===== src/rtl/oc_timer_pkg.sv =====
package oc_timer_pkg;

  localparam logic [1:0] DIR_UP     = 2'b00;
  localparam logic [1:0] DIR_DOWN   = 2'b01;
  localparam logic [1:0] DIR_CENTER = 2'b10;

  localparam logic [2:0] MODE_FROZEN = 3'b000;
  localparam logic [2:0] MODE_TOGGLE = 3'b011;
  localparam logic [2:0] MODE_PWM_LO = 3'b110;
  localparam logic [2:0] MODE_PWM_HI = 3'b111;

  typedef struct packed {
    logic tick;
    logic ovf;
    logic udf;
  } tb_evt_t;

endpackage


===== src/rtl/oc_timebase.sv =====
module oc_timebase
  import oc_timer_pkg::*;
#(
  parameter int CNT_W = 16,
  parameter int PSC_W = 16
) (
  input  logic             clk,
  input  logic             rst_n,
  input  logic             enable,
  input  logic             one_pulse,
  input  logic             trig,
  input  logic [1:0]       dir,
  input  logic [PSC_W-1:0] psc,
  input  logic [CNT_W-1:0] reload,
  output logic             running,
  output logic [CNT_W-1:0] cnt_cur,
  output logic [CNT_W-1:0] cnt_nxt,
  output tb_evt_t          evt
);

  logic [PSC_W-1:0] div_q;
  logic [CNT_W-1:0] cnt_q;
  logic             run_q, trig_q, falling_q;
  logic             fall_nxt, tick_c, ovf_c, udf_c, trig_rise;

  assign tick_c    = run_q && (div_q == psc);
  assign trig_rise = trig && !trig_q;

  always_comb begin
    cnt_nxt  = cnt_q;
    fall_nxt = falling_q;
    ovf_c    = 1'b0;
    udf_c    = 1'b0;
    if (tick_c) begin
      case (dir)
        DIR_DOWN: begin
          if (cnt_q == '0) begin
            cnt_nxt = reload;
            udf_c   = 1'b1;
          end else begin
            cnt_nxt = cnt_q - 1'b1;
          end
        end
        DIR_CENTER: begin
          if (!falling_q) begin
            if (cnt_q == reload) begin
              cnt_nxt  = reload - 1'b1;
              fall_nxt = 1'b1;
              ovf_c    = 1'b1;
            end else begin
              cnt_nxt = cnt_q + 1'b1;
            end
          end else begin
            if (cnt_q == '0) begin
              cnt_nxt  = CNT_W'(1);
              fall_nxt = 1'b0;
              udf_c    = 1'b1;
            end else begin
              cnt_nxt = cnt_q - 1'b1;
            end
          end
        end
        default: begin
          if (cnt_q == reload) begin
            cnt_nxt = '0;
            ovf_c   = 1'b1;
          end else begin
            cnt_nxt = cnt_q + 1'b1;
          end
        end
      endcase
    end
  end

  always_ff @(posedge clk) begin
    if (!rst_n) begin
      div_q     <= '0;
      cnt_q     <= '0;
      run_q     <= 1'b0;
      trig_q    <= 1'b0;
      falling_q <= 1'b0;
    end else begin
      trig_q    <= trig;
      div_q     <= (!run_q || tick_c) ? '0 : div_q + 1'b1;
      cnt_q     <= cnt_nxt;
      falling_q <= fall_nxt;
      if (one_pulse) begin
        if (ovf_c || udf_c) run_q <= 1'b0;
        else if (trig_rise) run_q <= 1'b1;
      end else begin
        run_q <= enable;
      end
    end
  end

  assign running  = run_q;
  assign cnt_cur  = cnt_q;
  assign evt.tick = tick_c;
  assign evt.ovf  = ovf_c;
  assign evt.udf  = udf_c;

endmodule


===== src/rtl/oc_ccr_store.sv =====
module oc_ccr_store #(
  parameter int CNT_W = 16
) (
  input  logic             clk,
  input  logic             rst_n,
  input  logic             preload,
  input  logic             dma_en,
  input  logic             wrap,
  input  logic             cmp_evt,
  input  logic             sw_we,
  input  logic [CNT_W-1:0] sw_data,
  input  logic             in_valid,
  input  logic [CNT_W-1:0] in_data,
  output logic             in_ready,
  output logic [CNT_W-1:0] ccr
);

  logic [CNT_W-1:0] shadow_q, active_q, shadow_nxt, wr_val;
  logic             req_q, xfer, wr_en;

  assign xfer       = in_valid && req_q;
  assign wr_en      = xfer || sw_we;
  assign wr_val     = xfer ? in_data : sw_data;
  assign shadow_nxt = wr_en ? wr_val : shadow_q;

  always_ff @(posedge clk) begin
    if (!rst_n) begin
      shadow_q <= '0;
      active_q <= '0;
      req_q    <= 1'b0;
    end else begin
      shadow_q <= shadow_nxt;
      if (!preload && wr_en)    active_q <= wr_val;
      else if (preload && wrap) active_q <= shadow_nxt;
      req_q <= dma_en && (cmp_evt || (req_q && !xfer));
    end
  end

  assign in_ready = req_q;
  assign ccr      = active_q;

endmodule


===== src/rtl/oc_out_unit.sv =====
module oc_out_unit
  import oc_timer_pkg::*;
#(
  parameter int CNT_W = 16
) (
  input  logic             clk,
  input  logic             rst_n,
  input  tb_evt_t          evt,
  input  logic [CNT_W-1:0] cnt_nxt,
  input  logic [1:0]       dir,
  input  logic [CNT_W-1:0] reload,
  input  logic [CNT_W-1:0] ccr,
  input  logic [2:0]       mode,
  input  logic             pol,
  input  logic             flag_clr,
  output logic             cmp_evt,
  output logic             flag,
  output logic             pin
);

  logic ref_q, flag_q, beyond, wrap_hit, below;

  assign beyond   = ccr > reload;
  assign wrap_hit = (dir == DIR_CENTER) ? evt.ovf : (evt.ovf || evt.udf);
  assign cmp_evt  = evt.tick && ((cnt_nxt == ccr) || (beyond && wrap_hit));
  assign below    = cnt_nxt < ccr;

  always_ff @(posedge clk) begin
    if (!rst_n) begin
      ref_q  <= 1'b0;
      flag_q <= 1'b0;
    end else begin
      if (cmp_evt)       flag_q <= 1'b1;
      else if (flag_clr) flag_q <= 1'b0;
      case (mode)
        MODE_TOGGLE: ref_q <= ref_q ^ cmp_evt;
        MODE_PWM_LO: ref_q <= below;
        MODE_PWM_HI: ref_q <= !below;
        default:     ref_q <= ref_q;
      endcase
    end
  end

  assign flag = flag_q;
  assign pin  = ref_q ^ pol;

endmodule


===== src/rtl/oc_timer.sv =====
module oc_timer
  import oc_timer_pkg::*;
#(
  parameter int CNT_W = 16,
  parameter int PSC_W = 16
) (
  input  logic             clk,
  input  logic             rst_n,
  input  logic             cfg_enable,
  input  logic             cfg_one_pulse,
  input  logic             trig_in,
  input  logic [1:0]       cfg_dir,
  input  logic [2:0]       cfg_mode,
  input  logic             cfg_pol,
  input  logic             cfg_preload,
  input  logic             cfg_dma_en,
  input  logic [PSC_W-1:0] cfg_psc,
  input  logic [CNT_W-1:0] cfg_reload,
  input  logic             sw_cmp_we,
  input  logic [CNT_W-1:0] sw_cmp_data,
  input  logic             flag_clr,
  input  logic             cmp_valid,
  input  logic [CNT_W-1:0] cmp_data,
  output logic             cmp_ready,
  output logic [CNT_W-1:0] count,
  output logic             running,
  output logic             cmp_flag,
  output logic             oc_pin
);

  tb_evt_t          tb_evt;
  logic [CNT_W-1:0] cnt_nxt, ccr_act;
  logic             cmp_evt;

  oc_timebase #(.CNT_W(CNT_W), .PSC_W(PSC_W)) u_timebase (
    .clk       (clk),
    .rst_n     (rst_n),
    .enable    (cfg_enable),
    .one_pulse (cfg_one_pulse),
    .trig      (trig_in),
    .dir       (cfg_dir),
    .psc       (cfg_psc),
    .reload    (cfg_reload),
    .running   (running),
    .cnt_cur   (count),
    .cnt_nxt   (cnt_nxt),
    .evt       (tb_evt)
  );

  oc_ccr_store #(.CNT_W(CNT_W)) u_ccr (
    .clk      (clk),
    .rst_n    (rst_n),
    .preload  (cfg_preload),
    .dma_en   (cfg_dma_en),
    .wrap     (tb_evt.ovf || tb_evt.udf),
    .cmp_evt  (cmp_evt),
    .sw_we    (sw_cmp_we),
    .sw_data  (sw_cmp_data),
    .in_valid (cmp_valid),
    .in_data  (cmp_data),
    .in_ready (cmp_ready),
    .ccr      (ccr_act)
  );

  oc_out_unit #(.CNT_W(CNT_W)) u_out (
    .clk      (clk),
    .rst_n    (rst_n),
    .evt      (tb_evt),
    .cnt_nxt  (cnt_nxt),
    .dir      (cfg_dir),
    .reload   (cfg_reload),
    .ccr      (ccr_act),
    .mode     (cfg_mode),
    .pol      (cfg_pol),
    .flag_clr (flag_clr),
    .cmp_evt  (cmp_evt),
    .flag     (cmp_flag),
    .pin      (oc_pin)
  );

endmodule


===== config.mk =====
export PLATFORM = sky130hd
export DESIGN_NAME = oc_timer
export DESIGN_NICKNAME = d
export VERILOG_FILES = /design/src/rtl/oc_timer_pkg.sv /design/src/rtl/oc_timebase.sv /design/src/rtl/oc_ccr_store.sv /design/src/rtl/oc_out_unit.sv /design/src/rtl/oc_timer.sv
export SDC_FILE = /design/constraint.sdc
export NUM_CORES = 1
export LEC_CHECK = 0
export CELL_PAD_IN_SITES_DETAIL_PLACEMENT = 0
export CELL_PAD_IN_SITES_GLOBAL_PLACEMENT = 1
export CORE_AREA = 8 8 125 127
export CTS_BUF_LIST = sky130_fd_sc_hd__clkbuf_16
export CTS_CLUSTER_DIAMETER = 40
export DETAILED_ROUTE_END_ITERATION = 10
export DIE_AREA = 0 0 133 135
export GPL_TIMING_DRIVEN = 0
export PLACE_DENSITY_LB_ADDON = 0.1
export SYNTH_ARGS = -nofsm -noshare
export SYNTH_HDL_FRONTEND = slang
export SYNTH_SLANG_ARGS = --single-unit

===== constraint.sdc =====
create_clock -name clk -period 12.5 [get_ports clk]
set_input_delay 3.75 -clock clk [delete_from_list [all_inputs] [get_ports clk]]
set_output_delay 3.75 -clock clk [all_outputs]
set_load 0.01 [all_outputs]

---- Yosys cells after proc, flatten, opt, wreduce, memory -nomap -nowiden ----
Index checks and enable logic that the tools add are counted.
cells by class
  add/sub/neg operators ................... 4
  $lt $le $gt $ge ......................... 2
  equality and inequality tests ........... 9
  multiplexer cells ....................... 28
  bitwise gates (word level) .............. 3
  reduce and logical (&&, ||, !) cells .... 25
operators by type and width
  kind                                                    count
  two-way mux 16 bit                                      10
  equality test 16 bit                                    3
  adder 16 x 1 -> 16 bit (second input constant)          2
  one-hot mux 16 bit (2 select lines)                     1
  subtractor 16 x 1 -> 16 bit (second input constant)     2
  > comparator 16 bit                                     1
  zero test 16 bit                                        1
  < comparator 16 bit                                     1
  two-way mux 1 bit                                       14
  logical AND 1 bit                                       9
  equality test 3 bit (second input constant)             2
  zero test 1 bit                                         5
  logical OR 1 bit                                        5
  one-hot mux 1 bit (2 select lines)                      2
  nonzero test 2 bit                                      2
  equality test 3 x 2 -> 1 bit (second input constant)    1
  inequality test 3 x 1 -> 1 bit (second input constant)  1
  one-hot mux 1 bit (3 select lines)                      1
  nonzero test 3 bit                                      1
  equality test 2 x 1 -> 1 bit (second input constant)    1
  equality test 2 bit (second input constant)             1
  AND reduction 2 bit                                     1
  OR reduction 2 bit                                      1
  bitwise XOR 1 bit                                       2
  NOT 1 bit                                               1
word-level totals
  register bits after elaboration ......... 70
  input port bits ......................... 80
  output and inout port bits .............. 20

---- Longest topological paths before layout ----
Gate-level depths: netlist (run 1).
  depth after elaboration ................. 12
  depth in mapped cells ................... 20
  depth with buffers taken out ............ 17

---- Modules after synthesis ----
From an unflattened synthesis (run 1), not the netlist that was laid out.
unflattened totals
  cells, all modules ...................... 727
  area, all modules ....................... 5874.4 um^2
by module, submodules not included
  module        times used  cells each  area an instance (um^2)  sequential area each (um^2)
  oc_timebase   1           463         3474.6                   700.7
  oc_ccr_store  1           121         1395.1                   660.6
  oc_out_unit   1           142         998.5                    40.0
  oc_timer      1           1           6.3                      0.0

---- Least setup slack after synthesis (run 1) ----
OpenSTA, ideal clock, no wires.
  path type ............................... input to output
  from .................................... input port cfg_pol
  to ...................................... output port oc_pin
  arrival time ............................ 3.967 ns
  required time ........................... 8.750 ns
  slack ................................... 4.783 ns
  cell stages on the path ................. 1
  buffers on the path ..................... 0
  cell sequence ........................... xor2_1
between the ends
  word-level cells in the longest chain between the ends .. 1
RTL lines
  item                line               text
  start: declaration  oc_timer.sv:14     input logic cfg_pol,
  bitwise XOR 1 bit   oc_out_unit.sv:45  assign pin = ref_q ^ pol;
  end: declaration    oc_timer.sv:28     output logic oc_pin
Every way passes these cells.

---- Final worst setup path (run 1) ----
Ends and elaborated chain as after synthesis.

==> flow_metrics.tcl, run 1 <==
set metrics [dict create \
    antenna_found_initial 0 \
    cp_num_buf_inv 2 \
    outcome "finished, final reports clean" \
    rsz0062_at_grt "no" \
    crit_family "buffers and inverters" \
    ios 100 \
    vias 6007 \
    drt-met1-wl_um 9280 \
    hpwl_um 16600 \
    min_period_ps 8660 \
    wire_per_inst_um 20.3 \
    clock_skew_ps 7.30 \
    syn_nets 853 \
    ys_ff_latch 70 \
    cap_violations 0 \
    async_flop_share_pct 0 \
    drive_above_1_share_pct 5.22 \
    cts_hold_buf 0 \
    cp-start-kind "input port" \
    power.density_mw_per_mm2 86.6 \
    drt-initial-drc-count 479 \
    period_share_pct 69.3 \
    top_layer_used "met4" \
    firstDrtPassIters 5 \
    switching_share_pct 26.2 \
    n_fill_cell 1349 \
    insertion_delay_ps 340 \
    via_per_inst 5.87 \
    clock-root-buffer "clkbuf_16" \
    start_util_pct 41.2 \
    ys.flop_type "dfxtp_1" \
    postCtsSetupBuffers 0 \
    port_buffers 93 \
    slew_violations 0 \
    cts_resized 0 \
    dr_wl_met3_um 1650 \
    r2r_start "u_timebase.cnt_cur[7]$_SDFF_PN0_" \
    path_clk_slew_ps 60 \
    syn-cell-area_sq_mm 0.00561 \
    rr_endpoint "u_out.ref_q$_SDFFE_PN0P_" \
    holdPathEnd "u_ccr.ccr[0]$_SDFFE_PN0P_" \
    grt_pass1_wl_um 32400 \
    syn_avg_cell_area_sq_um 7.64 \
    cts_tree "done" \
    synthCells 734 \
    worst_pin_slew_ps 939 \
    synth_edf_count 0 \
    crit_path_top_delay_cell "clkdlybuf4s50_1" \
    slew_headroom_pct 36.5 \
    yosys_warnings 0 \
    path_cells "clkdlybuf4s50_1, xor2_1, clkdlybuf4s50_1" \
    cts.sinks 70 \
    netSwitchingPower_w 0.000161 \
    route.met2.wl_um 9090 \
    ys_seq_area_share_pct 25.0 \
    hold_viol 0 \
    drc_errors 0 \
    cp-startpoint "cfg_pol" \
    min_from "u_ccr.ccr[0]$_SDFFE_PN0P_" \
    yosysTopAreaCellShare_pct 25.0 \
    wl_um 20800 \
    slowest_delay_ps 560 \
    setup_viol_count_final 0 \
    fmax_mhz 115 \
    antenna_cells 0 \
    critPathRequiredTime_ps 8750 \
    gp_congestion 0.958 \
    p_int_w 0.000454 \
    crit_path_end_kind "output port" \
    synth_cell_types 65 \
    dieWidth_um 133 \
    std_cell_rows 43 \
    vdd_ir_drop_max_mv 0.0643 \
    power_frac_clock_pct 45.5 \
    yosys-top-cells-area "dfxtp_1, ha_1, xnor2_1" \
    reg2reg_depth 16 \
    fin_tns_setup_ps 0 \
    cts_buffer_depth 2 \
    pwr-share-comb_pct 16.4 \
    finalHoldWorstSlack_ps 499 \
    p_leak_nw 2.95 \
    crit_type "in -> out" \
    area_growth_pct 26.5 \
    cp_common_cell "clkdlybuf4s50_1" \
    crit_fanout 1 \
    grt_max_degree 15 \
    die-area_sq_mm 0.0180 \
    hold_class "reg -> reg" \
    core_area_sq_mm 0.0136 \
    grt_usage_pct 23.0 \
    grt_pass1_vias 5812 \
    die_y_um 135 \
    synth_largest_area_cell "dfxtp_1" \
    numCtsBuffers 9 \
    nets 957 \
    p_seq_share_pct 38.1 \
    hold_depth 2 \
    arrival_ps 4910 \
    postRouteAntennaNets 0 \
    grt.overflow.total 0 \
    r2r_slack_ps 7480 \
    htreeDepth 3 \
]
==> power groups by stage <==
| stage | registers, W | logic (W) | clock network [W] |
|---|---|---|---|
| floorplan | 0.000237 | 0.0000528 | 0 |
| global placement | 0.000239 | 0.0000984 | 0 |
| detailed placement | 0.000239 | 0.0000995 | 0 |
| CTS | 0.000234 | 0.000100 | 0.000287 |
| global route | 0.000235 | 0.000110 | 0.000295 |
| finish | 0.000234 | 0.000101 | 0.000279 |
==> flip-flops by register name (all words and copies together) (netlist names) <==
| name | flops |
|---|---|
| u_timebase.div_q | 16 |
| u_timebase.trig_q | 1 |
| u_ccr.shadow_q | 16 |
| u_out.ref_q | 1 |
| u_timebase.running | 1 |
| u_out.flag | 1 |
| u_timebase.cnt_cur | 16 |
| u_ccr.in_ready | 1 |
| u_ccr.ccr | 16 |
| u_timebase.falling_q | 1 |
==> cells in the mapped netlist, drive strengths merged (11+ instances only) <==
cell / instances
dfxtp: 70
nand2: 64
inv: 57
nand3: 54
nor2: 42
clkbuf: 39
ha: 39
o21ai: 33
xnor2: 32
xor2: 32
a21oi: 25
o211ai: 22
nand4: 21
nor4: 19
mux2i: 18
and2: 17
buf: 15
nor3: 13
and3: 11
==> area by class of cell <==
type	count	area (sq um)	area share, %
clock inverter	7	104	1.46
multi-input combinational	553	3770	53.1
sequential	70	1400	19.8
timing repair buffer	93	931	13.1
clock buffer	9	225	3.18
inverter	57	214	3.02
tap	180	225	3.18
buffer	54	224	3.16
==> kinds of logic after synthesis <==
kind of cell	count (synthesis)	synth area share (%)
fa+ha+maj	39	8.70
xor+xnor	64	10.0
simple gates	279	26.3
flops	70	25.0
buf+inv	111	7.81
mux	18	3.21
compound gates	153	19.0
==> routing by layer <==
metal	GRT usage, %	up-vias
met5	0	-
met4	10.5	0
met3	5.46	48
met2	35.4	289
met1	29.7	2819
li1	-	2851
==> worst max-delay path by stage <==
| stage | endpoint | slack [ps] | depth (start not counted) |
|---|---|---|---|
| after floorplan | oc_pin | 4780 | 1 |
| after detailed placement | u_out.ref_q$_SDFFE_PN0P_ | 3710 | 18 |
| final | oc_pin | 3840 | 3 |
| after global routing | u_out.ref_q$_SDFFE_PN0P_ | 3760 | 18 |
| after CTS | oc_pin | 3840 | 3 |
| after global placement | u_out.ref_q$_SDFFE_PN0P_ | 3630 | 18 |
==> metrics by stage <==
stage	area (sq um)	total power (W)	utilization [%]	setup WS (ps)	cells
floorplan	5610	0.000290	-	4780	734
CTS	7090	0.000621	52.1	3840	1023
finish	7090	0.000614	52.1	3840	1023
global placement	6760	0.000337	49.7	3630	1007
detailed placement	6760	0.000339	49.7	3710	1007
global route	7090	0.000640	52.1	3760	1023
==> worst reg2reg max path: stages, from the launching register on <==
cell and delay, ps:
dfxtp_1 390, clkbuf_1 470, xor2_1 150, nor4_1 400, and4_1 340, clkbuf_1 520, o211ai_1 220, a31oi_1 290
o21ai_0 140, nand2_1 110, ha_1 260, a211o_1 280, a21oi_1 150, a31oi_1 90, a2111oi_0 680, xnor2_1 140
a311oi_1 300
==> cell usage in the layout, fill, tap and decap left out, types with 13 or more instances in the layout <==
| cell | count |
|---|---|
| a21oi_1 | 25 |
| and2_1 | 17 |
| clkbuf_1 | 39 |
| clkdlybuf4s50_1 | 93 |
| dfxtp_1 | 70 |
| ha_1 | 39 |
| inv_1 | 57 |
| mux2i_1 | 18 |
| nand2_1 | 64 |
| nand3_1 | 53 |
| nand4_1 | 21 |
| nor2_1 | 42 |
| nor3_1 | 13 |
| nor4_1 | 16 |
| o211ai_1 | 22 |
| o21ai_0 | 33 |
| xnor2_1 | 32 |
| xor2_1 | 32 |
No activity file was read; power rests on OpenSTA's default activity.
==> run 2: changes to the inputs <==
--- a/config.mk
+++ b/config.mk
@@ -7,11 +7,11 @@
 export LEC_CHECK = 0
 export CELL_PAD_IN_SITES_DETAIL_PLACEMENT = 0
 export CELL_PAD_IN_SITES_GLOBAL_PLACEMENT = 1
-export CORE_AREA = 8 8 125 127
+export CORE_AREA = 8 8 129 131
 export CTS_BUF_LIST = sky130_fd_sc_hd__clkbuf_16
 export CTS_CLUSTER_DIAMETER = 40
 export DETAILED_ROUTE_END_ITERATION = 10
-export DIE_AREA = 0 0 133 135
+export DIE_AREA = 0 0 137 139
 export GPL_TIMING_DRIVEN = 0
 export PLACE_DENSITY_LB_ADDON = 0.1
 export SYNTH_ARGS = -nofsm -noshare
==> constraint.sdc (replaced) <==
create_clock -name clk -period 8.4 [get_ports clk]
set_input_delay 2.52 -clock clk [delete_from_list [all_inputs] [get_ports clk]]
set_output_delay 2.52 -clock clk [all_outputs]
set_load 0.01 [all_outputs]
==> flow_metrics.tcl, run 2 (synthesized netlist as in run 1, its figures left out) <==
set metrics [dict create \
    slowest_delay_ps 810 \
    cts_resized 0 \
    slew_headroom_pct 38.6 \
    hold_viol 0 \
    htreeDepth 3 \
    layout_commonest_cell "clkdlybuf4s50_1" \
    drc_errors 0 \
    path_cells "clkdlybuf4s50_1, inv_1, ha_1, or3b_2, clkbuf_1, nor4_1, a211oi_1, a22oi_1, a311o_1, o211ai_1, ha_1, nand4_1, nor2_1, o21ai_0, a31oi_1, a2111oi_0, xnor2_1, a311oi_1" \
    std_cell_rows 45 \
    port_buffers 93 \
    route.met2.wl_um 10300 \
    insertion_delay_ps 340 \
    fmax_mhz 135 \
    gp_congestion 0.926 \
    area_growth_pct 25.4 \
    wl_um 21400 \
    clock-root-buffer "clkbuf_16" \
    cts.sinks 70 \
    dp.cells 1015 \
    hpwl_um 17100 \
    power.density_mw_per_mm2 120 \
    nets 957 \
    setup_ws_ps 1020 \
    via_per_inst 5.73 \
    grt_max_degree 12 \
    antenna_found_initial 0 \
    outcome "finished, final reports clean" \
    cp_num_buf_inv 3 \
    critPathRequiredTime_ps 8650 \
    min_period_ps 7380 \
    dieWidth_um 137 \
    postCtsSetupBuffers 0 \
    layout_common_cells "clkdlybuf4s50_1, dfxtp_1, nand2_1, inv_1, nand3_1" \
    cts_hold_buf 0 \
    start_util_pct 38.0 \
    grt_usage_pct 22.4 \
    netSwitchingPower_w 0.000237 \
    crit_path_top_delay_cell "a2111oi_0" \
    power_frac_clock_pct 40.8 \
    ios 100 \
    cp-start-kind "input port" \
    firstDrtPassIters 5 \
    drt-met1-wl_um 9030 \
    clock_skew_ps 11.1 \
    top_layer_used "met4" \
    grt.overflow.total 0 \
    cts_buffer_depth 2 \
    crit_family "compound AO/OA/AOI/OAI gates" \
    wire_per_inst_um 20.8 \
    slew_violations 0 \
    drt-initial-drc-count 362 \
    crit_path_end_kind "flip-flop" \
    dr_wl_met3_um 1120 \
    vias 5911 \
    p_leak_nw 2.93 \
    die_y_um 139 \
    antenna_cells 0 \
    numCtsBuffers 9 \
    p_seq_share_pct 41.1 \
    path_clk_slew_ps 60 \
    die-area_sq_mm 0.0190 \
    postRouteAntennaNets 0 \
    crit_fanout 7 \
    setup_viol_count_final 0 \
    core_area_sq_mm 0.0148 \
    drive_above_1_share_pct 4.86 \
    switching_share_pct 28.1 \
    cts_tree "done" \
    cap_violations 0 \
    r2r_slack_ps 3090 \
    crit_type "in -> reg" \
    cp_common_cell "ha_1" \
    grt_pass1_vias 6015 \
    dp_slack_ps 649 \
    vdd_ir_drop_max_mv 0.0909 \
    hold_class "reg -> reg" \
    fin_tns_setup_ps 0 \
    worst_pin_slew_ps 898 \
    arrival_ps 7630 \
    p_int_w 0.000607 \
    fin_cells 1031 \
    rsz0062_at_grt "no" \
    pwr-share-comb_pct 18.1 \
    grt_pass1_wl_um 33000 \
    period_share_pct 87.9 \
]
-- run 2: cell count changes in the layout (fill, tap and decap cells not counted) --
cell / change
clkinvlp_4: +1
clkinv_2: +3
bufinv_16: -2
clkinv_1: +1
inv_6: -2
clkinv_4: -3
inv_1: +2
-- run 2: final timing paths --
path                                                        from                        endpoint  cells after the start
worst min-delay path              u_timebase.div_q[0]$_SDFF_PP0_  u_timebase.div_q[0]$_SDFF_PP0_                      1
worst max register to register  u_timebase.cnt_cur[0]$_SDFF_PN0_        u_out.ref_q$_SDFFE_PN0P_                     18
worst max-delay path                               cfg_reload[0]        u_out.ref_q$_SDFFE_PN0P_                     18
worst min register to register    u_timebase.div_q[0]$_SDFF_PP0_  u_timebase.div_q[0]$_SDFF_PP0_                      1
-- run 2: layout make-up --
cell class,instances,area [sq um]
plain buffers,54,224
clock buffers,9,225
clock inverters,7,33.8
fillers,1508,7720
inverters,57,214
multi-input cells,553,3770
flip-flops and latches,70,1400
well taps,188,235
repair buffers,93,931
-- run 2: power by group through the flow --
stage,clock network [W],logic [W],registers (W)
finish,0.000345,0.000152,0.000347
global route,0.000362,0.000166,0.000348
detailed placement,0,0.000151,0.000354
global placement,0,0.000149,0.000354
CTS,0.000350,0.000152,0.000347
floorplan,0,0.0000786,0.000352
-- run 2: routing by layer --
metal / vias to the layer above / track usage [%]
li1: 2854 / -
met1: 2773 / 26.4
met4: 0 / 11.9
met5: - / 0
met3: 60 / 3.62
met2: 224 / 37.6
-- run 2: per-stage QoR --
stage	util (%)	instance area (sq um)	total power, W	hold slack [ps]
after global routing	47.7	7030	0.000876	538
after global placement	45.9	6770	0.000503	476
after detailed placement	45.9	6770	0.000505	484
final	47.7	7030	0.000844	494
after CTS	47.7	7030	0.000849	496
after floorplan	-	5610	0.000431	453
==> run 3: changes to the inputs <==
--- a/config.mk
+++ b/config.mk
@@ -7,11 +7,11 @@
 export LEC_CHECK = 0
 export CELL_PAD_IN_SITES_DETAIL_PLACEMENT = 0
 export CELL_PAD_IN_SITES_GLOBAL_PLACEMENT = 1
-export CORE_AREA = 8 8 129 131
+export CORE_AREA = 4 4 125 127
 export CTS_BUF_LIST = sky130_fd_sc_hd__clkbuf_16
 export CTS_CLUSTER_DIAMETER = 40
 export DETAILED_ROUTE_END_ITERATION = 10
-export DIE_AREA = 0 0 137 139
+export DIE_AREA = 0 0 129 131
 export GPL_TIMING_DRIVEN = 0
 export PLACE_DENSITY_LB_ADDON = 0.1
 export SYNTH_ARGS = -nofsm -noshare
==> flow_metrics.tcl, run 3 (synthesized netlist as in run 1, its figures left out) <==
set metrics [dict create \
    area_growth_pct 25.7 \
    crit_path_top_delay_cell "a2111oi_0" \
    final_area_sq_mm 0.00705 \
    layout_common_cells "clkdlybuf4s50_1, dfxtp_1, nand2_1, inv_1, nand3_1" \
    r2r_slack_ps 3150 \
    gp_congestion 1.01 \
    antenna_found_initial 0 \
    cp-start-kind "input port" \
    setup_viol_count_final 0 \
    core_area_sq_mm 0.0144 \
    insertion_delay_ps 350 \
    clock_skew_ps 8.36 \
    numCtsBuffers 9 \
    fmax_mhz 132 \
    fin_tns_setup_ps 0 \
    min_period_ps 7560 \
    drt-initial-drc-count 399 \
    outcome "finished, final reports clean" \
    cp_common_cell "ha_1" \
    reg2reg_depth 17 \
    cts_tree "done" \
    period_share_pct 90.0 \
    slew_headroom_pct 31.2 \
    slowest_delay_ps 900 \
    grt_pass1_vias 5965 \
    port_buffers 93 \
    htreeDepth 3 \
    antenna_cells 0 \
    cap_violations 0 \
    n_fill_cell 1486 \
    crit_type "in -> reg" \
    wl_um 20900 \
    hold_class "reg -> reg" \
    grt_max_degree 15 \
    power.density_mw_per_mm2 124 \
    rsz0062_at_grt "no" \
    p_leak_nw 2.93 \
    dieWidth_um 129 \
    hold_viol 0 \
    die-area_sq_mm 0.0169 \
    cp-startpoint "cfg_reload[0]" \
    crit_path_end_kind "flip-flop" \
    drc_errors 0 \
    hpwl_um 16600 \
    cts_buffer_depth 2 \
    critPathRequiredTime_ps 8650 \
    clock-root-buffer "clkbuf_16" \
    via_per_inst 5.83 \
    cts.sinks 70 \
    path_clk_slew_ps 60 \
    crit_fanout 7 \
    r2r_start "u_timebase.cnt_cur[7]$_SDFF_PN0_" \
    firstDrtPassIters 5 \
    postRouteAntennaNets 0 \
    postCtsSetupBuffers 0 \
    arrival_ps 7810 \
    place_area_sq_mm 0.00677 \
    drive_above_1_share_pct 5.22 \
    ios 100 \
    worst_pin_slew_ps 1010 \
    std_cell_rows 44 \
    cts_hold_buf 0 \
    vias 5985 \
    vdd_ir_drop_max_mv 0.118 \
    slew_violations 0 \
    start_util_pct 38.9 \
    endpoint "u_out.ref_q$_SDFFE_PN0P_" \
    rr_endpoint "u_out.ref_q$_SDFFE_PN0P_" \
    grt_usage_pct 25.3 \
    layout_commonest_cell "clkdlybuf4s50_1" \
    cts_resized 0 \
    hold_depth 2 \
    grt.overflow.total 0 \
    wire_per_inst_um 20.4 \
    nets 957 \
    die_y_um 131 \
    path_cells "clkdlybuf4s50_1, inv_1, ha_1, or3b_2, clkbuf_1, nor4_1, a211oi_1, a22oi_1, a311o_1, o211ai_1, ha_1, nand4_1, nor2_1, o21ai_0, a31oi_1, a2111oi_0, xnor2_1, a311oi_1" \
    grt_pass1_wl_um 32800 \
]
[run 3: area by class of cell]
type,instances,area (sq um),area share (%)
multi-input combinational,553,3770,53.5
sequential,70,1400,19.9
timing repair buffer,93,931,13.2
tap,184,230,3.27
clock buffer,9,225,3.20
buffer,54,224,3.18
inverter,57,214,3.04
clock inverter,7,55.1,0.781
[run 3: worst min-delay path by stage]
stage	startpoint	end	slack, ps
2_1_floorplan	u_timebase.div_q[0]$_SDFF_PP0_	u_timebase.div_q[0]$_SDFF_PP0_	450
3_3_place_gp	u_ccr.ccr[0]$_SDFFE_PN0P_	u_ccr.ccr[0]$_SDFFE_PN0P_	490
3_5_place_dp	u_ccr.ccr[0]$_SDFFE_PN0P_	u_ccr.ccr[0]$_SDFFE_PN0P_	500
4_1_cts	u_ccr.ccr[0]$_SDFFE_PN0P_	u_ccr.ccr[0]$_SDFFE_PN0P_	510
5_1_grt	u_ccr.ccr[11]$_SDFFE_PN0P_	u_ccr.ccr[11]$_SDFFE_PN0P_	540
6_report	u_ccr.ccr[0]$_SDFFE_PN0P_	u_ccr.ccr[0]$_SDFFE_PN0P_	500
[run 3: power by group]
part	internal [W]	switching [W]
sequential	0.000341	0.00000652
clock	0.000203	0.000168
combinational	0.0000707	0.0000828
[run 3: worst max-delay path, delay by kind of cell]
kind | cells | cell delay (ps)
compound gates | 8 | 2240
simple gates | 4 | 1280
fa+ha+maj | 2 | 560
xor+xnor | 1 | 150
buf+inv | 3 | 1060
[run 3: stage by stage]
step | cells | utilization, % | total power (W) | worst slack [ps] | hold slack (ps)
after floorplan | 734 | - | 0.000431 | 2580 | 453
after global placement | 1011 | 46.9 | 0.000505 | 555 | 490
after detailed placement | 1011 | 46.9 | 0.000507 | 507 | 497
after CTS | 1027 | 48.9 | 0.000875 | 811 | 505
after global routing | 1027 | 48.9 | 0.000906 | 431 | 538
final | 1027 | 48.9 | 0.000872 | 837 | 502
[run 3: metal layers]
metal  routed length, um  vias to the layer above  global-route usage, %
met2                9100                      240                   38.9
met4                 956                        0                   11.7
li1                    -                     2844                      -
met5                   0                        -                      0
met3                1310                       52                   4.63
met1                9550                     2849                   34.4
